**config.mk**
```make
export PLATFORM = sky130hd
export DESIGN_NAME = cfg_window
export DESIGN_NICKNAME = d
export VERILOG_FILES = /design/src/rtl/cfgw_pkg.sv /design/src/rtl/cfgw_lane_seq.sv /design/src/rtl/cfgw_port_ctl.sv /design/src/rtl/cfgw_regs.sv /design/src/rtl/cfg_window.sv
export SDC_FILE = /design/constraint.sdc
export NUM_CORES = 1
export LEC_CHECK = 0
export BUFFER_PORTS_ARGS = -buffer_cell sky130_fd_sc_hd__buf_2
export CORE_MARGIN = 4
export CORE_UTILIZATION = 25
export CTS_CLUSTER_DIAMETER = 40
export CTS_CLUSTER_SIZE = 40
export DETAILED_ROUTE_END_ITERATION = 6
export GPL_TIMING_DRIVEN = 0
export SLEW_MARGIN = 20
export SYNTH_ARGS = -nofsm -noshare
export SYNTH_HDL_FRONTEND = slang
export SYNTH_SLANG_ARGS = --single-unit
export TNS_END_PERCENT = 20
```
**constraint.sdc**
```tcl
create_clock -name clk -period 4.72 [get_ports clk]
set_input_delay 0.472 -clock clk [delete_from_list [all_inputs] [get_ports clk]]
set_output_delay 0.472 -clock clk [all_outputs]
set_load 0.05 [all_outputs]
```
**src/rtl/cfgw_pkg.sv**
```systemverilog
// Package cfgw_pkg
// Shared types and constant functions for the configuration window.
// Assumes an 8-bit register index space and a 9-bit byte address.
package cfgw_pkg;

    typedef enum logic [1:0] {
        SZ_8  = 2'd0,
        SZ_16 = 2'd1,
        SZ_32 = 2'd2
    } acc_size_e;

    typedef struct packed {
        logic       vld;
        logic       we;
        logic [8:0] addr;
        logic [7:0] wdata;
    } byte_op_t;

    // Which bits of an internal register a data-port write may change.
    function automatic logic [7:0] wr_mask(input logic [7:0] a);
        case (a)
            8'h53, 8'h55: wr_mask = 8'hC0;
            8'h57:        wr_mask = 8'hDC;
            default:      wr_mask = 8'hFF;
        endcase
    endfunction

    // Reset value of an internal register.
    function automatic logic [7:0] rst_val(input logic [7:0] a);
        rst_val = (a == 8'h59) ? 8'h40 : 8'h00;
    endfunction

endpackage

```
**src/rtl/cfgw_lane_seq.sv**
```systemverilog
// Module cfgw_lane_seq
// Turns one bus access (8/16/32 bit) into single-byte operations, one per
// cycle, at ascending addresses. Gathers the read bytes into their lanes.
// Assumes the strobe lasts one cycle; strobes while busy are dropped.
module cfgw_lane_seq
    import cfgw_pkg::*;
#(
    parameter int AW = 9,
    parameter int DW = 32
) (
    input  logic            clk,
    input  logic            rst_n,
    input  logic            stb,
    input  logic            we,
    input  logic [1:0]      size,
    input  logic [AW-1:0]   addr,
    input  logic [DW-1:0]   wdata,
    input  logic [7:0]      rd_byte,
    output byte_op_t        op,
    output logic            busy,
    output logic            done,
    output logic [DW-1:0]   rdata
);
    localparam int NL = DW / 8;
    localparam int SW = $clog2(NL);

    logic          lat_we;
    logic [AW-1:0] lat_addr;
    logic [DW-1:0] lat_wdata;
    logic [SW-1:0] last;
    logic [SW-1:0] step;
    logic [DW-1:0] acc;
    logic [DW-1:0] acc_nxt;
    logic [SW-1:0] size_last;

    // Index of the final byte for the requested size.
    always_comb begin
        case (size)
            SZ_8:    size_last = SW'(0);
            SZ_16:   size_last = SW'(1);
            default: size_last = SW'(NL - 1);
        endcase
    end

    // Present the current byte operation.
    always_comb begin
        op.vld   = busy;
        op.we    = lat_we;
        op.addr  = lat_addr + AW'(step);
        op.wdata = lat_wdata[{step, 3'b000} +: 8];
    end

    // Merge the byte read this cycle into its lane.
    always_comb begin
        acc_nxt = acc;
        if (!lat_we) acc_nxt[{step, 3'b000} +: 8] = rd_byte;
    end

    // Accept an access, step through the bytes, report completion.
    always_ff @(posedge clk) begin
        if (!rst_n) begin
            busy      <= 1'b0;
            done      <= 1'b0;
            rdata     <= '1;
            acc       <= '1;
            step      <= '0;
            last      <= '0;
            lat_we    <= 1'b0;
            lat_addr  <= '0;
            lat_wdata <= '0;
        end else begin
            done <= 1'b0;
            if (!busy && stb) begin
                busy      <= 1'b1;
                step      <= '0;
                last      <= size_last;
                lat_we    <= we;
                lat_addr  <= addr;
                lat_wdata <= wdata;
                acc       <= '1;
            end else if (busy) begin
                acc  <= acc_nxt;
                step <= step + SW'(1);
                if (step == last) begin
                    busy  <= 1'b0;
                    done  <= 1'b1;
                    rdata <= acc_nxt;
                end
            end
        end
    end

    AST_DONE_PULSE: assert property (@(posedge clk) disable iff (!rst_n)
        done |=> !done);
    AST_DONE_ENDS_BUSY: assert property (@(posedge clk) disable iff (!rst_n)
        done |-> !busy);

endmodule

```
**src/rtl/cfgw_port_ctl.sv**
```systemverilog
// Module cfgw_port_ctl
// Decodes a byte operation against the index and data ports and keeps the
// index and the open/closed state of the window.
// Assumes one byte operation per cycle from cfgw_lane_seq.
module cfgw_port_ctl
    import cfgw_pkg::*;
#(
    parameter bit       BASE_HI = 1'b0,
    parameter bit [1:0] INST_ID = 2'd0
) (
    input  logic       clk,
    input  logic       rst_n,
    input  byte_op_t   op,
    input  logic       lock,
    input  logic [7:0] reg_rdata,
    output logic [7:0] rd_byte,
    output logic [7:0] idx,
    output logic       data_wr,
    output logic       data_rd
);
    localparam logic [8:0] BASE   = BASE_HI ? 9'h178 : 9'h078;
    localparam logic [5:0] BASE_T = BASE[8:3];
    localparam logic [7:0] DEV_ID = 8'h60 | {6'd0, INST_ID};

    logic win_open;
    logic hit, is_idx, is_dat, dat_acc;

    // Port hit decode for the current byte.
    always_comb begin
        hit     = op.vld && (op.addr[8:3] == BASE_T);
        is_idx  = hit && (op.addr[2:0] == 3'd0);
        is_dat  = hit && (op.addr[2:0] == 3'd4);
        dat_acc = is_dat && win_open;
        data_wr = dat_acc && op.we;
        data_rd = dat_acc && !op.we;
    end

    // Read byte returned for the current operation.
    always_comb begin
        if (is_idx)       rd_byte = win_open ? idx : 8'hFF;
        else if (dat_acc) rd_byte = reg_rdata;
        else              rd_byte = 8'hFF;
    end

    // Index load, identifier unlock and relock after a data access.
    always_ff @(posedge clk) begin
        if (!rst_n) begin
            win_open <= 1'b1;
            idx      <= 8'h00;
        end else begin
            if (is_idx && op.we) begin
                if (win_open)                      idx      <= op.wdata;
                else if (lock && op.wdata == DEV_ID) win_open <= 1'b1;
            end
            if (dat_acc && lock) win_open <= 1'b0;
        end
    end

    AST_RELOCK: assert property (@(posedge clk) disable iff (!rst_n)
        (dat_acc && lock) |=> !win_open);
    AST_NOLOCK_STAYS: assert property (@(posedge clk) disable iff (!rst_n)
        (win_open && !lock) |=> win_open);
    AST_BAD_ID_CLOSED: assert property (@(posedge clk) disable iff (!rst_n)
        (!win_open && is_idx && op.we && op.wdata != DEV_ID) |=> (!win_open && $stable(idx)));
    AST_ONE_PORT: assert property (@(posedge clk) disable iff (!rst_n)
        $onehot0({is_idx, is_dat}));

endmodule

```
**src/rtl/cfgw_regs.sv**
```systemverilog
// Module cfgw_regs
// Holds registers 0x50..0x59: a composed status register at 0x50 and a
// bank of masked writable registers, and forwards other reads to an
// external register file. Assumes data_wr/data_rd last one cycle each.
module cfgw_regs
    import cfgw_pkg::*;
#(
    parameter bit       BASE_HI = 1'b0,
    parameter bit [1:0] INST_ID = 2'd0,
    parameter int       NREG    = 9
) (
    input  logic       clk,
    input  logic       rst_n,
    input  logic [7:0] idx,
    input  logic       data_wr,
    input  logic       data_rd,
    input  logic [7:0] wdata,
    input  logic       lock,
    input  logic       flag_set,
    input  logic [7:0] rf_rdata,
    output logic [7:0] rdata,
    output logic       decode_upd
);
    localparam logic [7:0] STAT_IDX  = 8'h50;
    localparam logic [7:0] FIRST_IDX = 8'h51;
    localparam logic [7:0] LAST_IDX  = FIRST_IDX + 8'(NREG - 1);
    localparam logic [7:0] UPD_IDX   = 8'h51;

    logic [NREG-1:0][7:0] bank;
    logic                 flag;
    logic                 in_bank;
    logic [7:0]           off;
    logic [7:0]           stat;

    // Writable bank, one register per generated block.
    for (genvar g = 0; g < NREG; g++) begin : g_reg
        localparam logic [7:0] ADDR = FIRST_IDX + 8'(g);
        localparam logic [7:0] MASK = wr_mask(ADDR);
        logic [7:0] q;
        // Masked write of this register.
        always_ff @(posedge clk) begin
            if (!rst_n)                        q <= rst_val(ADDR);
            else if (data_wr && idx == ADDR)   q <= wdata & MASK;
        end
        assign bank[g] = q;
        AST_MASKED_BITS: assert property (@(posedge clk) disable iff (!rst_n)
            (data_wr && idx == ADDR) |=> ((q & ~MASK) == 8'h00));
    end

    // Event flag: set wins over the read-clear.
    always_ff @(posedge clk) begin
        if (!rst_n)                              flag <= 1'b0;
        else if (flag_set)                       flag <= 1'b1;
        else if (data_rd && idx == STAT_IDX)     flag <= 1'b0;
    end

    // Decoder refresh pulse after a write to its control register.
    always_ff @(posedge clk) begin
        if (!rst_n) decode_upd <= 1'b0;
        else        decode_upd <= data_wr && (idx == UPD_IDX);
    end

    // Read mux over status, bank and external file.
    always_comb begin
        stat    = {lock, 1'b0, ~BASE_HI, INST_ID, flag, 2'b10};
        in_bank = (idx >= FIRST_IDX) && (idx <= LAST_IDX);
        off     = idx - FIRST_IDX;
        if (idx == STAT_IDX) rdata = stat;
        else if (in_bank)    rdata = bank[off[3:0]];
        else                 rdata = rf_rdata;
    end

    AST_FLAG_SET: assert property (@(posedge clk) disable iff (!rst_n)
        flag_set |=> flag);
    AST_FLAG_CLR: assert property (@(posedge clk) disable iff (!rst_n)
        (data_rd && idx == STAT_IDX && !flag_set) |=> !flag);
    AST_UPD_PULSE: assert property (@(posedge clk) disable iff (!rst_n)
        decode_upd |=> !decode_upd);

endmodule

```
**src/rtl/cfg_window.sv**
```systemverilog
// Module cfg_window
// Top of the indexed configuration window: lane sequencer, port control
// and register holder. Assumes a single-cycle bus strobe and polls of
// bus_done for completion.
module cfg_window
    import cfgw_pkg::*;
#(
    parameter bit       BASE_HI = 1'b0,
    parameter bit [1:0] INST_ID = 2'd0
) (
    input  logic        clk,
    input  logic        rst_n,
    input  logic        lock_strap,
    input  logic        flag_set,
    input  logic        bus_stb,
    input  logic        bus_we,
    input  logic [1:0]  bus_size,
    input  logic [8:0]  bus_addr,
    input  logic [31:0] bus_wdata,
    output logic        bus_busy,
    output logic        bus_done,
    output logic [31:0] bus_rdata,
    output logic [7:0]  rf_idx,
    input  logic [7:0]  rf_rdata,
    output logic        decode_upd
);
    byte_op_t   op;
    logic [7:0] rd_byte;
    logic [7:0] reg_rdata;
    logic       data_wr, data_rd;

    cfgw_lane_seq #(.AW(9), .DW(32)) u_seq (
        .clk(clk), .rst_n(rst_n), .stb(bus_stb), .we(bus_we),
        .size(bus_size), .addr(bus_addr), .wdata(bus_wdata),
        .rd_byte(rd_byte), .op(op), .busy(bus_busy), .done(bus_done),
        .rdata(bus_rdata)
    );

    cfgw_port_ctl #(.BASE_HI(BASE_HI), .INST_ID(INST_ID)) u_port (
        .clk(clk), .rst_n(rst_n), .op(op), .lock(lock_strap),
        .reg_rdata(reg_rdata), .rd_byte(rd_byte), .idx(rf_idx),
        .data_wr(data_wr), .data_rd(data_rd)
    );

    cfgw_regs #(.BASE_HI(BASE_HI), .INST_ID(INST_ID), .NREG(9)) u_regs (
        .clk(clk), .rst_n(rst_n), .idx(rf_idx), .data_wr(data_wr),
        .data_rd(data_rd), .wdata(op.wdata), .lock(lock_strap),
        .flag_set(flag_set), .rf_rdata(rf_rdata), .rdata(reg_rdata),
        .decode_upd(decode_upd)
    );

endmodule

```
# After elaboration in Yosys (flattened, before gate mapping)
# Cells that the tools add are included.
# word_totals
regBits	180
inputBits	57
output_inout_bits	43
word_cells	101
# classes
n_addsub	4
magnitude_cmp	3
eq_ne	15
n_shift	3
n_mux	20
bitwise	3
n_reduce_logical	31
# ops
operator	n
== test 8 x 7 -> 1 bit, second input constant	11
two-way mux 8 bit	6
binary-select mux 8 bit (select 4 bit)	1
bitwise mux 32 bit	1
two-way mux 32 bit	1
variable shift 8 x 7 -> 32 bit, first input constant	1
indexed part select 32 x 6 -> 8 bit	1
indexed part select 8 x 7 -> 32 bit	1
logical AND 1 bit	21
two-way mux 1 bit	10
adder 9 x 2 -> 9 bit	1
>= comparator 8 x 7 -> 1 bit, second input constant	1
less-or-equal comparator 8 x 7 -> 1 bit, second input constant	1
negator 5 -> 7 bit	1
== test 6 x 4 -> 1 bit, second input constant	1
< comparator 4 x 5 -> 1 bit, second input constant	1
one-hot mux 2 bit (2 select lines)	1
nonzero test 2 bit	2
subtractor 4 x 1 -> 4 bit, second input constant	1
== test 3 bit, second input constant	1
zero test 3 bit	1
NOT 1 bit	3
AND reduction 3 bit	1
OR reduction 3 bit	1
other kinds (7)	8

# Longest topological paths before layout
# Gate-level depths: netlist of run 1.
# logic_depth
depth_word	10
mapped_depth	12
depth_no_buf	9

# Hierarchy
# From an unflattened synthesis of run 1, not the netlist that was laid out.
# unflattened
cells_unflattened	762
area_unflattened_um2	8149.1
# by_module_without_submodules
module	n_inst	cells_each	area_each_um2	seq_area_each_um2
cfgw_lane_seq	1	389	4609.4	2242.2
cfgw_regs	1	308	2989.1	1181.1
cfgw_port_ctl	1	65	550.5	180.2

# Least setup slack after synthesis of run 1
# Ideal clock, no wire load.
# synth_timing
path_kind	register to register
from	register u_port.idx[0]
to	register u_seq.acc[13]
setup_time_ns	0.122
arrival_ns	3.067
t_required_ns	4.598
setup_slack_ns	1.531
stages_incl_launch_ff	12
path_buffers	4
period_less_slack_ns	3.189
path_cell_list	dfxtp_1 buf_2 inv_1 ha_1 buf_2 buf_2 buf_2 nor2_1 a311oi_1 o2111ai_1 o21a_1 a221o_1
# synth_between
elab_chain_len	10
word_cells_on_any_way	15
cone_classes	add/sub: 1; order compare: 2; eq/ne: 1; shift: 1; mux: 9; reduce/logical: 1
# synth_rtl
element	line_no	source
start: declaration	cfgw_port_ctl.sv:17	output logic [7:0] idx,
start signal: assignment	cfgw_port_ctl.sv:52	if (win_open) idx <= op.wdata;
subtractor 4 x 1 -> 4 bit	cfgw_regs.sv:67	off = idx - FIRST_IDX;
binary-select mux 8 bit (select 4 bit)	cfgw_regs.sv:69	else if (in_bank) rdata = bank[off[3:0]];
two-way mux 8 bit (not written as such)	cfgw_regs.sv:69	
two-way mux 8 bit	cfgw_regs.sv:69	
two-way mux 8 bit	cfgw_regs.sv:68	if (idx == STAT_IDX) rdata = stat;
two-way mux 8 bit	cfgw_port_ctl.sv:41	else if (dat_acc) rd_byte = reg_rdata;
two-way mux 8 bit *	cfgw_port_ctl.sv:40	if (is_idx) rd_byte = win_open ? idx : 8'hFF;
indexed part select 8 x 7 -> 32 bit *	cfgw_lane_seq.sv:56	if (!lat_we) acc_nxt[{step, 3'b000} +: 8] = rd_byte;
bitwise mux 32 bit *	cfgw_lane_seq.sv:56	
two-way mux 32 bit *	cfgw_lane_seq.sv:56	
end signal: assignment	cfgw_lane_seq.sv:82	acc <= acc_nxt;
end: declaration	cfgw_lane_seq.sv:32	logic [DW-1:0] acc;
# Every way passes the cells marked *; elsewhere a longest branch is shown, timed or not. The select of a mux whose other input is x is not followed.
# A chain may end at the register's enable or synchronous reset.

# Final worst setup path of run 1
# layout_timing
from	register u_seq.step[1]
to	register u_seq.acc[15]
# layout_between
elab_chain_len	10
word_cells_on_any_way	15
cone_classes	add/sub: 2; eq/ne: 2; shift: 2; mux: 4; reduce/logical: 5
# layout_rtl
element	line_no	source
start: declaration	cfgw_lane_seq.sv:31	logic [SW-1:0] step;
start signal: assignment	cfgw_lane_seq.sv:83	step <= step + SW'(1);
adder 9 x 2 -> 9 bit	cfgw_lane_seq.sv:49	op.addr = lat_addr + AW'(step);
== test 6 x 4 -> 1 bit	cfgw_port_ctl.sv:30	hit = op.vld && (op.addr[8:3] == BASE_T);
logical AND 1 bit	cfgw_port_ctl.sv:30	
logical AND 1 bit	cfgw_port_ctl.sv:32	is_dat = hit && (op.addr[2:0] == 3'd4);
logical AND 1 bit	cfgw_port_ctl.sv:33	dat_acc = is_dat && win_open;
two-way mux 8 bit	cfgw_port_ctl.sv:41	
two-way mux 8 bit	cfgw_port_ctl.sv:40	
indexed part select 8 x 7 -> 32 bit	cfgw_lane_seq.sv:56	
bitwise mux 32 bit *	cfgw_lane_seq.sv:56	
two-way mux 32 bit *	cfgw_lane_seq.sv:56	
# Every way passes the cells marked *; elsewhere a longest branch is shown, timed or not.

==> results.sh, run 1 <==
export IMPL_area_delta_synth_final_pct=19.63
export IMPL_critical_path_buf_inv_count=3
export IMPL_finClkSkew_ps=12.15
export IMPL_viasPerCell=4.984
export IMPL_grt_pass1_wl_um=42010
export IMPL_cp_common_cell="clkbuf_1"
export IMPL_grt_usage=0.1482
export IMPL_setup_viol=0
export IMPL_ys_flop_type="dfxtp_1"
export IMPL_antenna_left=0
export IMPL_holdBufCountCts=0
export IMPL_synth_cells=958
export IMPL_hold_class="input pin to register"
export IMPL_coreArea_um2=32870
export IMPL_antenna_found_initial=2
export IMPL_path_class="register to register"
export IMPL_critPathMaxFanout=10
export IMPL_hold_ws_ps=261.8
export IMPL_cts_root_buf="clkbuf_16"
export IMPL_layout_drive_gt1_share=0.1535
export IMPL_dp_hpwl_um=20870
export IMPL_worstMarginPinSlew_ps=951.1
export IMPL_avgSynthCellArea_um2=8.761
export IMPL_drt_total_wl_um=27530
export IMPL_finalMaxSlewViolations=0
export IMPL_cts_buffer_depth=2
export IMPL_power_leakage_nw=3.852
export IMPL_ctsResizeCount=0
export IMPL_io_pins=100
export IMPL_std_cell_rows=66
export IMPL_final_nets=1145
export IMPL_hold_depth=2
export IMPL_r2r_start="u_seq.step[1]"
export IMPL_synthesis_area_um2=8393
export IMPL_status="complete, no violations"
export IMPL_yosysMostFrequentCell="nand2_1"
export IMPL_regToRegEndpoint="u_seq.acc[15]"
export IMPL_drtIter0Drc=717
export IMPL_antenna_cells=0
export IMPL_grt_pass1_vias=7360
export IMPL_drcViolationCount=0
export IMPL_cts_sinks=180
export IMPL_ff2ff_path_depth=9
export IMPL_critPathLaunchType="register"
export IMPL_ys_seq_area_frac=0.4293
export IMPL_cts_clk_slew_worst_paths_ps=70
export IMPL_dieArea_um2=36570
export IMPL_tns_ps=0
export IMPL_synth_top_area_frac=0.4293
export IMPL_io_buffers=98
export IMPL_async_flop_share=0
export IMPL_die_x_um=191.2
export IMPL_synth_seq_cells=180
export IMPL_cts_buffers=17
export IMPL_wl_per_cell_um=17.99
export IMPL_synth_area_leader_cell="dfxtp_1"
export IMPL_crit_required_ps=5010
export IMPL_fmax_mhz=242.9
export IMPL_slowest_stage="o211ai_1"
export IMPL_chipHeight_um=191.2
export IMPL_htreeDepth=4
export IMPL_max_stage_delay_ps=660
export IMPL_initial_utilization=0.2554
export IMPL_timing_slew_headroom=0.3601
export IMPL_min_delay_start="flag_set"
export IMPL_crit_family="buffers and inverters"
export IMPL_gp_congestion=0.8769
export IMPL_vias=7625
export IMPL_hold_viol_final=0
export IMPL_synth_cell_types=67
export IMPL_maxCapViolations=0
export IMPL_endpoint_kind="register"
export IMPL_synth_commonest_cells="200 x nand2_1, 180 x dfxtp_1, 79 x a21oi_1"
export IMPL_synth_area_leaders="dfxtp_1 43%, nand2_1 8.9%, mux2i_1 8.3%"
export IMPL_ff2ff_setup_slack_ps=600
export IMPL_post_cts_buffers=0
export IMPL_cts_tree="built"
export IMPL_grt_setup_unrepaired="no"
export IMPL_overflow=0
export IMPL_p_per_area_nw_per_um2=335.9
export IMPL_ir_drop_uv=235.3
export IMPL_cp_cell_sequence="clkbuf_1 > inv_1 > fa_1 > xor2_1 > nand4_1 > or3_1 > clkbuf_1 > o211ai_1 > o21ai_0"
export IMPL_min_to="u_regs.flag"
export IMPL_synth_edf_count=0
export IMPL_synth_warnings=0
export IMPL_fin_util=0.3055
export IMPL_fin_crit_ps=4117
export IMPL_drt_pass1_iterations=6
export IMPL_synthesis_nets=1028
export IMPL_crit_arrival_ps=4400
export IMPL_finalCritPeriodShare=0.8723
export IMPL_clk_latency_ps=450
export IMPL_grt_max_degree=17
-- area by class of cell --
cell class | count | area [um^2]
Clock inverter | 12 | 145.1
Tap cell | 442 | 553.0
Inverter | 13 | 48.80
Buffer | 60 | 242.7
Fill cell | 3536 | 22830
Sequential cell | 180 | 3603
Timing Repair Buffer | 98 | 490.5
Clock buffer | 20 | 446.7
Multi-Input combinational cell | 705 | 4511
-- cells in the final DEF, fill, tap and decap left out, types with 4 or more instances in the layout --
| cell | instances |
|---|---|
| mux2i_1 | 70 |
| nor4_1 | 5 |
| o22ai_1 | 10 |
| nor2b_1 | 8 |
| o31ai_1 | 6 |
| nand3_1 | 24 |
| inv_6 | 4 |
| o21ai_0 | 25 |
| o211ai_1 | 13 |
| a221o_1 | 20 |
| dfxtp_1 | 180 |
| a21boi_0 | 50 |
| buf_2 | 109 |
| mux4_2 | 12 |
| or3_1 | 7 |
| inv_1 | 12 |
| a21oi_1 | 79 |
| clkbuf_1 | 47 |
| and2_1 | 4 |
| o21a_1 | 4 |
| nor2_1 | 53 |
| nand2b_1 | 6 |
| nand3b_1 | 8 |
| ha_1 | 12 |
| xnor2_1 | 5 |
| clkbuf_16 | 17 |
| nand4_1 | 11 |
| nor3_1 | 13 |
| nand2_1 | 200 |
| nor3b_1 | 5 |
-- per-stage QoR --
stage	cell area [um^2]	instances	total power, mW	setup WS (ps)
2_1_floorplan	8393	958	1.820	1531
3_3_place_gp	9437	1498	1.936	607.6
3_5_place_dp	9437	1498	1.941	612.4
4_1_cts	10030	1530	3.391	573.4
5_1_grt	10040	1530	3.487	320.6
6_report	10040	1530	3.373	602.8
-- kinds of logic after synthesis --
family / Yosys count / share of synthesized area
AOI/OAI and AO/OA: 235 / 0.1881
xor gates and xnor gates: 8 / 0.008349
adders and majority gates: 13 / 0.02027
buffers and inverters: 73 / 0.03473
DFF: 180 / 0.4293
muxes: 82 / 0.1157
and+or+nand+nor: 367 / 0.2035
-- how the worst max path moves through the flow --
stage | start | endpoint | slack (ps) | depth (start not counted)
after global placement | u_seq.step[1] | u_seq.rdata[30] | 610 | 11
final | u_seq.step[1] | u_seq.acc[15] | 600 | 9
after floorplan | u_port.idx[0] | u_seq.acc[13] | 1530 | 11
after global routing | u_seq.step[1] | u_seq.acc[15] | 320 | 9
after detailed placement | u_seq.step[1] | u_seq.rdata[24] | 610 | 11
after CTS | u_seq.step[1] | u_seq.rdata[24] | 570 | 11
-- sequential cells by signal (all words and copies together), names as in the netlist --
| name | flops |
|---|---|
| u_seq.step | 2 |
| u_seq.done | 1 |
| u_seq.busy | 1 |
| u_seq.lat_wdata | 32 |
| u_regs.decode_upd | 1 |
| u_seq.lat_we | 1 |
| u_port.win_open | 1 |
| u_seq.rdata | 32 |
| u_seq.acc | 32 |
| u_regs.g.q | 57 |
| u_regs.flag | 1 |
| u_seq.last | 2 |
| u_seq.lat_addr | 9 |
| u_port.idx | 8 |
-- metal layers --
layer | global-route usage | vias to the layer above | wire length (um)
li1 | - | 3659 | -
met1 | 0.2069 | 3579 | 12700
met2 | 0.2225 | 333 | 11660
met3 | 0.03378 | 50 | 2269
met4 | 0.05691 | 4 | 879
met5 | 0 | - | 15
-- power by group --
part	total [mW]	switching, mW	internal [mW]
Combinational	0.323	0.223	0.0995
Sequential	1.59	0.0268	1.56
Clock	1.46	0.656	0.809
(Power assumes the default switching activity.)
==> run 2, diff against run 1 <==
SYNTH_HIERARCHICAL = 1   (was unset)
==> results.sh, run 2 <==
export IMPL_maxCapViolations=0
export IMPL_htreeDepth=4
export IMPL_seqCellArea_um2=3603
export IMPL_largest_reg_flops=57
export IMPL_fmax_mhz=234.7
export IMPL_synthesis_nets=831
export IMPL_crit_arrival_ps=4570
export IMPL_drt_total_wl_um=23490
export IMPL_synth_cells=762
export IMPL_cts_tree="built"
export IMPL_drt_pass1_iterations=4
export IMPL_grt_max_degree=19
export IMPL_regMostFlops="u_regs/g.q"
export IMPL_finalCritPeriodShare=0.9028
export IMPL_grt_setup_unrepaired="no"
export IMPL_yosysMostFrequentCell="dfxtp_1"
export IMPL_vias=6406
export IMPL_dp_hpwl_um=17140
export IMPL_die_x_um=188.5
export IMPL_synth_top_area_frac=0.4422
export IMPL_chipHeight_um=188.5
export IMPL_tns_ps=0
export IMPL_worstMarginPinSlew_ps=753.4
export IMPL_finalMaxSlewViolations=0
export IMPL_crit_required_ps=5030
export IMPL_wl_met3_um=924
export IMPL_synth_edf_count=0
export IMPL_hold_viol_final=0
export IMPL_ys_flop_type="dfxtp_1"
export IMPL_wl_met1_um=11500
export IMPL_drtIter0Drc=413
export IMPL_fill_cells=3373
export IMPL_synth_cell_types=61
export IMPL_final_area_um2=9783
export IMPL_synth_mux_area_frac=0.1155
export IMPL_gp_congestion=0.8609
export IMPL_clk_latency_ps=430
export IMPL_holdBufCountCts=0
export IMPL_cts_sinks=180
export IMPL_met2_length_um=10670
export IMPL_mostFrequentLayoutCell="dfxtp_1"
export IMPL_fin_crit_ps=4261
export IMPL_cts_buffer_depth=2
export IMPL_synthAdderAreaFrac=0.01935
export IMPL_wl_per_cell_um=17.67
export IMPL_std_cell_rows=65
export IMPL_synth_commonest_cells="180 x dfxtp_1, 77 x nor2_1, 67 x mux2i_1"
export IMPL_coreArea_um2=31880
export IMPL_cts_buffers=17
export IMPL_setup_viol=0
export IMPL_ir_drop_uv=203.7
export IMPL_finClkSkew_ps=11.94
export IMPL_avgSynthCellArea_um2=10.69
export IMPL_synthesis_area_um2=8149
export IMPL_multi_input_area_um2=4099
export IMPL_power_leakage_nw=3.974
export IMPL_viasPerCell=4.820
export IMPL_post_cts_buffers=0
export IMPL_antenna_found_initial=1
export IMPL_critPathMaxFanout=10
export IMPL_place_area_um2=9189
export IMPL_ys_seq_area_frac=0.4422
export IMPL_cts_clk_slew_worst_paths_ps=80
export IMPL_ctsResizeCount=0
export IMPL_timing_slew_headroom=0.4961
export IMPL_mostFrequentLayoutCells="180 x dfxtp_1, 122 x buf_2, 77 x nor2_1"
export IMPL_critPathLaunchType="register"
export IMPL_synth_seq_cells=180
export IMPL_antenna_left=0
export IMPL_area_delta_synth_final_pct=20.05
export IMPL_place_worst_setup_slack_ps=209.5
export IMPL_endpoint_kind="register"
export IMPL_finalWorstSetupSlack_ps=458.8
export IMPL_synth_top_family_by_area="compound AO/OA/AOI/OAI gates"
export IMPL_drcViolationCount=0
export IMPL_path_class="register to register"
export IMPL_grt_usage=0.1318
export IMPL_cts_root_buf="clkbuf_16"
export IMPL_grt_pass1_vias=6416
export IMPL_io_pins=100
export IMPL_status="complete, no violations"
export IMPL_synth_xor_area_frac=0.01581
export IMPL_initial_utilization=0.2556
export IMPL_synth_warnings=6
export IMPL_top_layer="met4"
export IMPL_synth_simple_area_share=0.1345
export IMPL_async_flop_share=0
export IMPL_layout_drive_gt1_share=0.2531
export IMPL_io_buffers=99
export IMPL_dieArea_um2=35550
export IMPL_p_per_area_nw_per_um2=345.4
export IMPL_grt_pass1_wl_um=37230
export IMPL_synth_area_leader_cell="dfxtp_1"
export IMPL_final_nets=949
export IMPL_overflow=0
export IMPL_synth_compound_area_frac=0.2179
export IMPL_hold_class="input pin to register"
export IMPL_synth_area_leaders="dfxtp_1 44%, mux2i_1 8.2%, a22o_1 4.5%"
[run 2: cell count changes in the layout (fill, tap and decap cells not counted), moves of 28 or more]
cell / delta
a21oi_1: -71
a32oi_1: +33
nand2_1: -172
clkbuf_1: -28
a22o_1: +42
a21boi_0: -50
[run 2: cell families (layout without fill, tap and decap cells)]
logic type / Yosys count / in the layout
AO/OA/AOI/OAI: 199 / 199
AND/OR/NAND/NOR: 194 / 194
flip-flops: 180 / 180
buffers and inverters: 85 / 216
multiplexers: 79 / 79
XOR/XNOR: 13 / 13
adder cells (fa/ha/maj): 12 / 12
other: 0 / 1
[run 2: path summary, 6_finish.rpt]
kind                                     startpoint             endpoint  slack [ps]  cells past startpoint
worst max register to register        u_port/idx[0]      u_seq/rdata[10]         460                     15
worst min register to register  u_seq/lat_wdata[19]  u_seq/lat_wdata[19]         480                      1
worst max-delay path                  u_port/idx[0]      u_seq/rdata[10]         460                     15
worst min-delay path                  bus_wdata[24]  u_seq/lat_wdata[24]         250                      2
[run 2: layout make-up]
type / instances / share of cell area
antenna: 1 / 0.0002558
sequential: 180 / 0.3683
tap: 435 / 0.05563
multi-input combinational: 497 / 0.4190
timing repair buffer: 99 / 0.05065
clock buffer: 17 / 0.04348
clock inverter: 15 / 0.01688
inverter: 12 / 0.004604
buffer: 73 / 0.04118
[run 2: routing by layer]
layer,GRT usage,up-vias
li1,-,3112
met4,0.04008,0
met1,0.1877,3119
met3,0.02631,22
met2,0.2018,153
met5,0,-
[run 2: power by group]
part,internal (mW),switching [mW]
Sequential,1.56,0.0270
Combinational,0.139,0.225
Clock,0.755,0.672
[run 2: worst max-delay path: stages, from the launching register on]
cell	delay, ps
dfxtp_1	620
buf_2	320
buf_2	260
inv_1	180
ha_1	240
buf_6	140
xor2_1	610
nor2_1	290
a32o_1	290
nor2_1	120
o31ai_2	100
o22a_1	180
buf_1	260
nor2b_1	220
a32oi_1	220
a2bb2oi_1	90
[run 2: through the flow]
step,power [mW],util,instances,hold slack (ps)
detailed placement,1.988,0.2882,1296,461.2
global route,3.519,0.3069,1329,234.8
finish,3.379,0.3069,1329,246.1
floorplan,1.870,-,762,441.6
global placement,1.984,0.2882,1296,457.5
CTS,3.412,0.3068,1328,229.4
==> run 3, diff against run 2 <==
BUFFER_PORTS_ARGS = -buffer_cell sky130_fd_sc_hd__buf_4   (was -buffer_cell sky130_fd_sc_hd__buf_2)
==> results.sh, run 3 (synthesis results as in run 2) <==
export IMPL_cts_buffer_depth=2
export IMPL_critical_path_buf_inv_count=6
export IMPL_finalWorstSetupSlack_ps=432.5
export IMPL_crit_family="buffers and inverters"
export IMPL_dieArea_um2=35550
export IMPL_cp_common_cell="buf_2"
export IMPL_post_cts_buffers=0
export IMPL_chipHeight_um=188.5
export IMPL_endpoint_kind="register"
export IMPL_io_buffers=99
export IMPL_crit_required_ps=5070
export IMPL_drcViolationCount=0
export IMPL_final_cells=1328
export IMPL_antenna_cells=0
export IMPL_power_leakage_nw=4.069
export IMPL_dp_hpwl_um=17260
export IMPL_grt_pass1_vias=6363
export IMPL_initial_utilization=0.2556
export IMPL_dp_cells=1296
export IMPL_std_cell_rows=65
export IMPL_fmax_mhz=233.2
export IMPL_htreeDepth=4
export IMPL_hold_class="input pin to register"
export IMPL_critPathMaxFanout=10
export IMPL_finalCritPeriodShare=0.9084
export IMPL_maxCapViolations=0
export IMPL_p_per_area_nw_per_um2=336.4
export IMPL_gp_congestion=0.8546
export IMPL_status="complete, no violations"
export IMPL_grt_setup_unrepaired="no"
export IMPL_fin_crit_ps=4287
export IMPL_wl_per_cell_um=17.79
export IMPL_timing_slew_headroom=0.4997
export IMPL_cts_sinks=180
export IMPL_totalPowerFinal_mw=3.368
export IMPL_cts_tree="built"
export IMPL_final_nets=949
export IMPL_cts_root_buf="clkbuf_16"
export IMPL_grt_usage=0.1300
export IMPL_coreArea_um2=31880
export IMPL_setup_viol=0
export IMPL_regMostFlops="u_regs/g.q"
export IMPL_area_delta_synth_final_pct=22.86
export IMPL_die_x_um=188.5
export IMPL_cts_clk_slew_worst_paths_ps=70
export IMPL_path_class="register to register"
export IMPL_drt_total_wl_um=23620
export IMPL_antenna_found_initial=0
export IMPL_ff2ff_path_depth=15
export IMPL_clk_latency_ps=430
export IMPL_io_pins=100
export IMPL_crit_arrival_ps=4640
export IMPL_mostFrequentLayoutCell="dfxtp_1"
export IMPL_critPathLaunchType="register"
export IMPL_cts_buffers=17
export IMPL_grt_max_degree=18
export IMPL_finalMaxSlewViolations=0
export IMPL_antenna_left=0
export IMPL_hold_depth=2
export IMPL_overflow=0
export IMPL_ir_drop_uv=220.3
export IMPL_cp_cell_sequence="buf_2 > buf_2 > inv_1 > ha_1 > buf_4 > buf_6 > nand3_1 > nor2_1 > a32o_1 > a31oi_1 > a211oi_1 > o22a_1 > buf_1 > a32oi_1 > a2bb2oi_1"
export IMPL_viasPerCell=4.883
export IMPL_grt_pass1_wl_um=36670
export IMPL_largest_reg_flops=57
export IMPL_drtIter0Drc=475
export IMPL_layout_drive_gt1_share=0.2520
export IMPL_worstMarginPinSlew_ps=747.9
export IMPL_tns_ps=0
export IMPL_finClkSkew_ps=13.31
export IMPL_vias=6485
export IMPL_slowest_stage="dfxtp_1"
export IMPL_holdBufCountCts=0
export IMPL_cp_depth=15
export IMPL_fill_cells=3371
export IMPL_drt_pass1_iterations=6
export IMPL_place_worst_setup_slack_ps=208.3
export IMPL_max_stage_delay_ps=620
export IMPL_mostFrequentLayoutCells="180 x dfxtp_1, 105 x buf_4, 77 x nor2_1"
export IMPL_hold_viol_final=0
[run 3: cell types whose count changed in the layout (fill, tap and decap cells not counted)]
cell / delta
buf_2: -99
buf_4: +99
clkbuf_1: +1
clkinv_4: +1
clkinv_8: -1
clkinvlp_4: +1
diode_2: -1
inv_6: -1
inv_8: -1
[run 3: per-stage QoR]
step / hold slack (ps) / cell area [um^2] / util
finish: 250.7 / 10010 / 0.3141
global route: 234.7 / 10010 / 0.3141
CTS: 233.5 / 10010 / 0.3140
detailed placement: 461.5 / 9437 / 0.2960
global placement: 457.5 / 9437 / 0.2960
floorplan: 441.6 / 8149 / -
[run 3: area by class of cell]
cell class | count | area (um^2) | area share
Multi-Input combinational cell | 497 | 4099 | 0.4094
Clock inverter | 14 | 145.1 | 0.01450
Clock buffer | 18 | 429.2 | 0.04286
Timing Repair Buffer | 99 | 743.2 | 0.07423
Inverter | 12 | 45.04 | 0.004499
Buffer | 73 | 402.9 | 0.04024
Tap cell | 435 | 544.3 | 0.05436
Sequential cell | 180 | 3603 | 0.3599
[run 3: worst paths after layout]
check	slack [ps]	from	endpoint
max	430	u_port/idx[0]	u_seq/rdata[30]
min	250	bus_wdata[20]	u_seq/lat_wdata[20]
max reg2reg	430	u_port/idx[0]	u_seq/rdata[30]
min reg2reg	480	u_seq/lat_wdata[20]	u_seq/lat_wdata[20]
[run 3: repair_timing]
action	in CTS	in global routing
gates resized for setup	0	2
hold endpoints to repair	0	0
endpoints found under the setup margin	0	32
[run 3: power breakdown]
group	switching [mW]	total [mW]	internal, mW
combinational	0.226	0.384	0.158
clock	0.649	1.40	0.746
sequential	0.0273	1.59	1.56
total	0.903	3.37	2.47
[run 3: routing by layer]
| metal | GRT usage | vias to the layer above | wire length, um |
|---|---|---|---|
| met5 | 0 | - | 0 |
| met4 | 0.04484 | 0 | 519 |
| met3 | 0.02594 | 32 | 1232 |
| met2 | 0.1982 | 205 | 10530 |
| met1 | 0.1837 | 3132 | 11340 |
| li1 | - | 3116 | - |
[run 3: worst register-to-register path, stage by stage, from the launching register on]
cell	delay (ps)
dfxtp_1	620
buf_2	330
buf_2	260
inv_1	170
ha_1	310
buf_4	180
buf_6	190
nand3_1	90
nor2_1	380
a32o_1	200
a31oi_1	40
a211oi_1	460
o22a_1	180
buf_1	390
a32oi_1	220
a2bb2oi_1	190
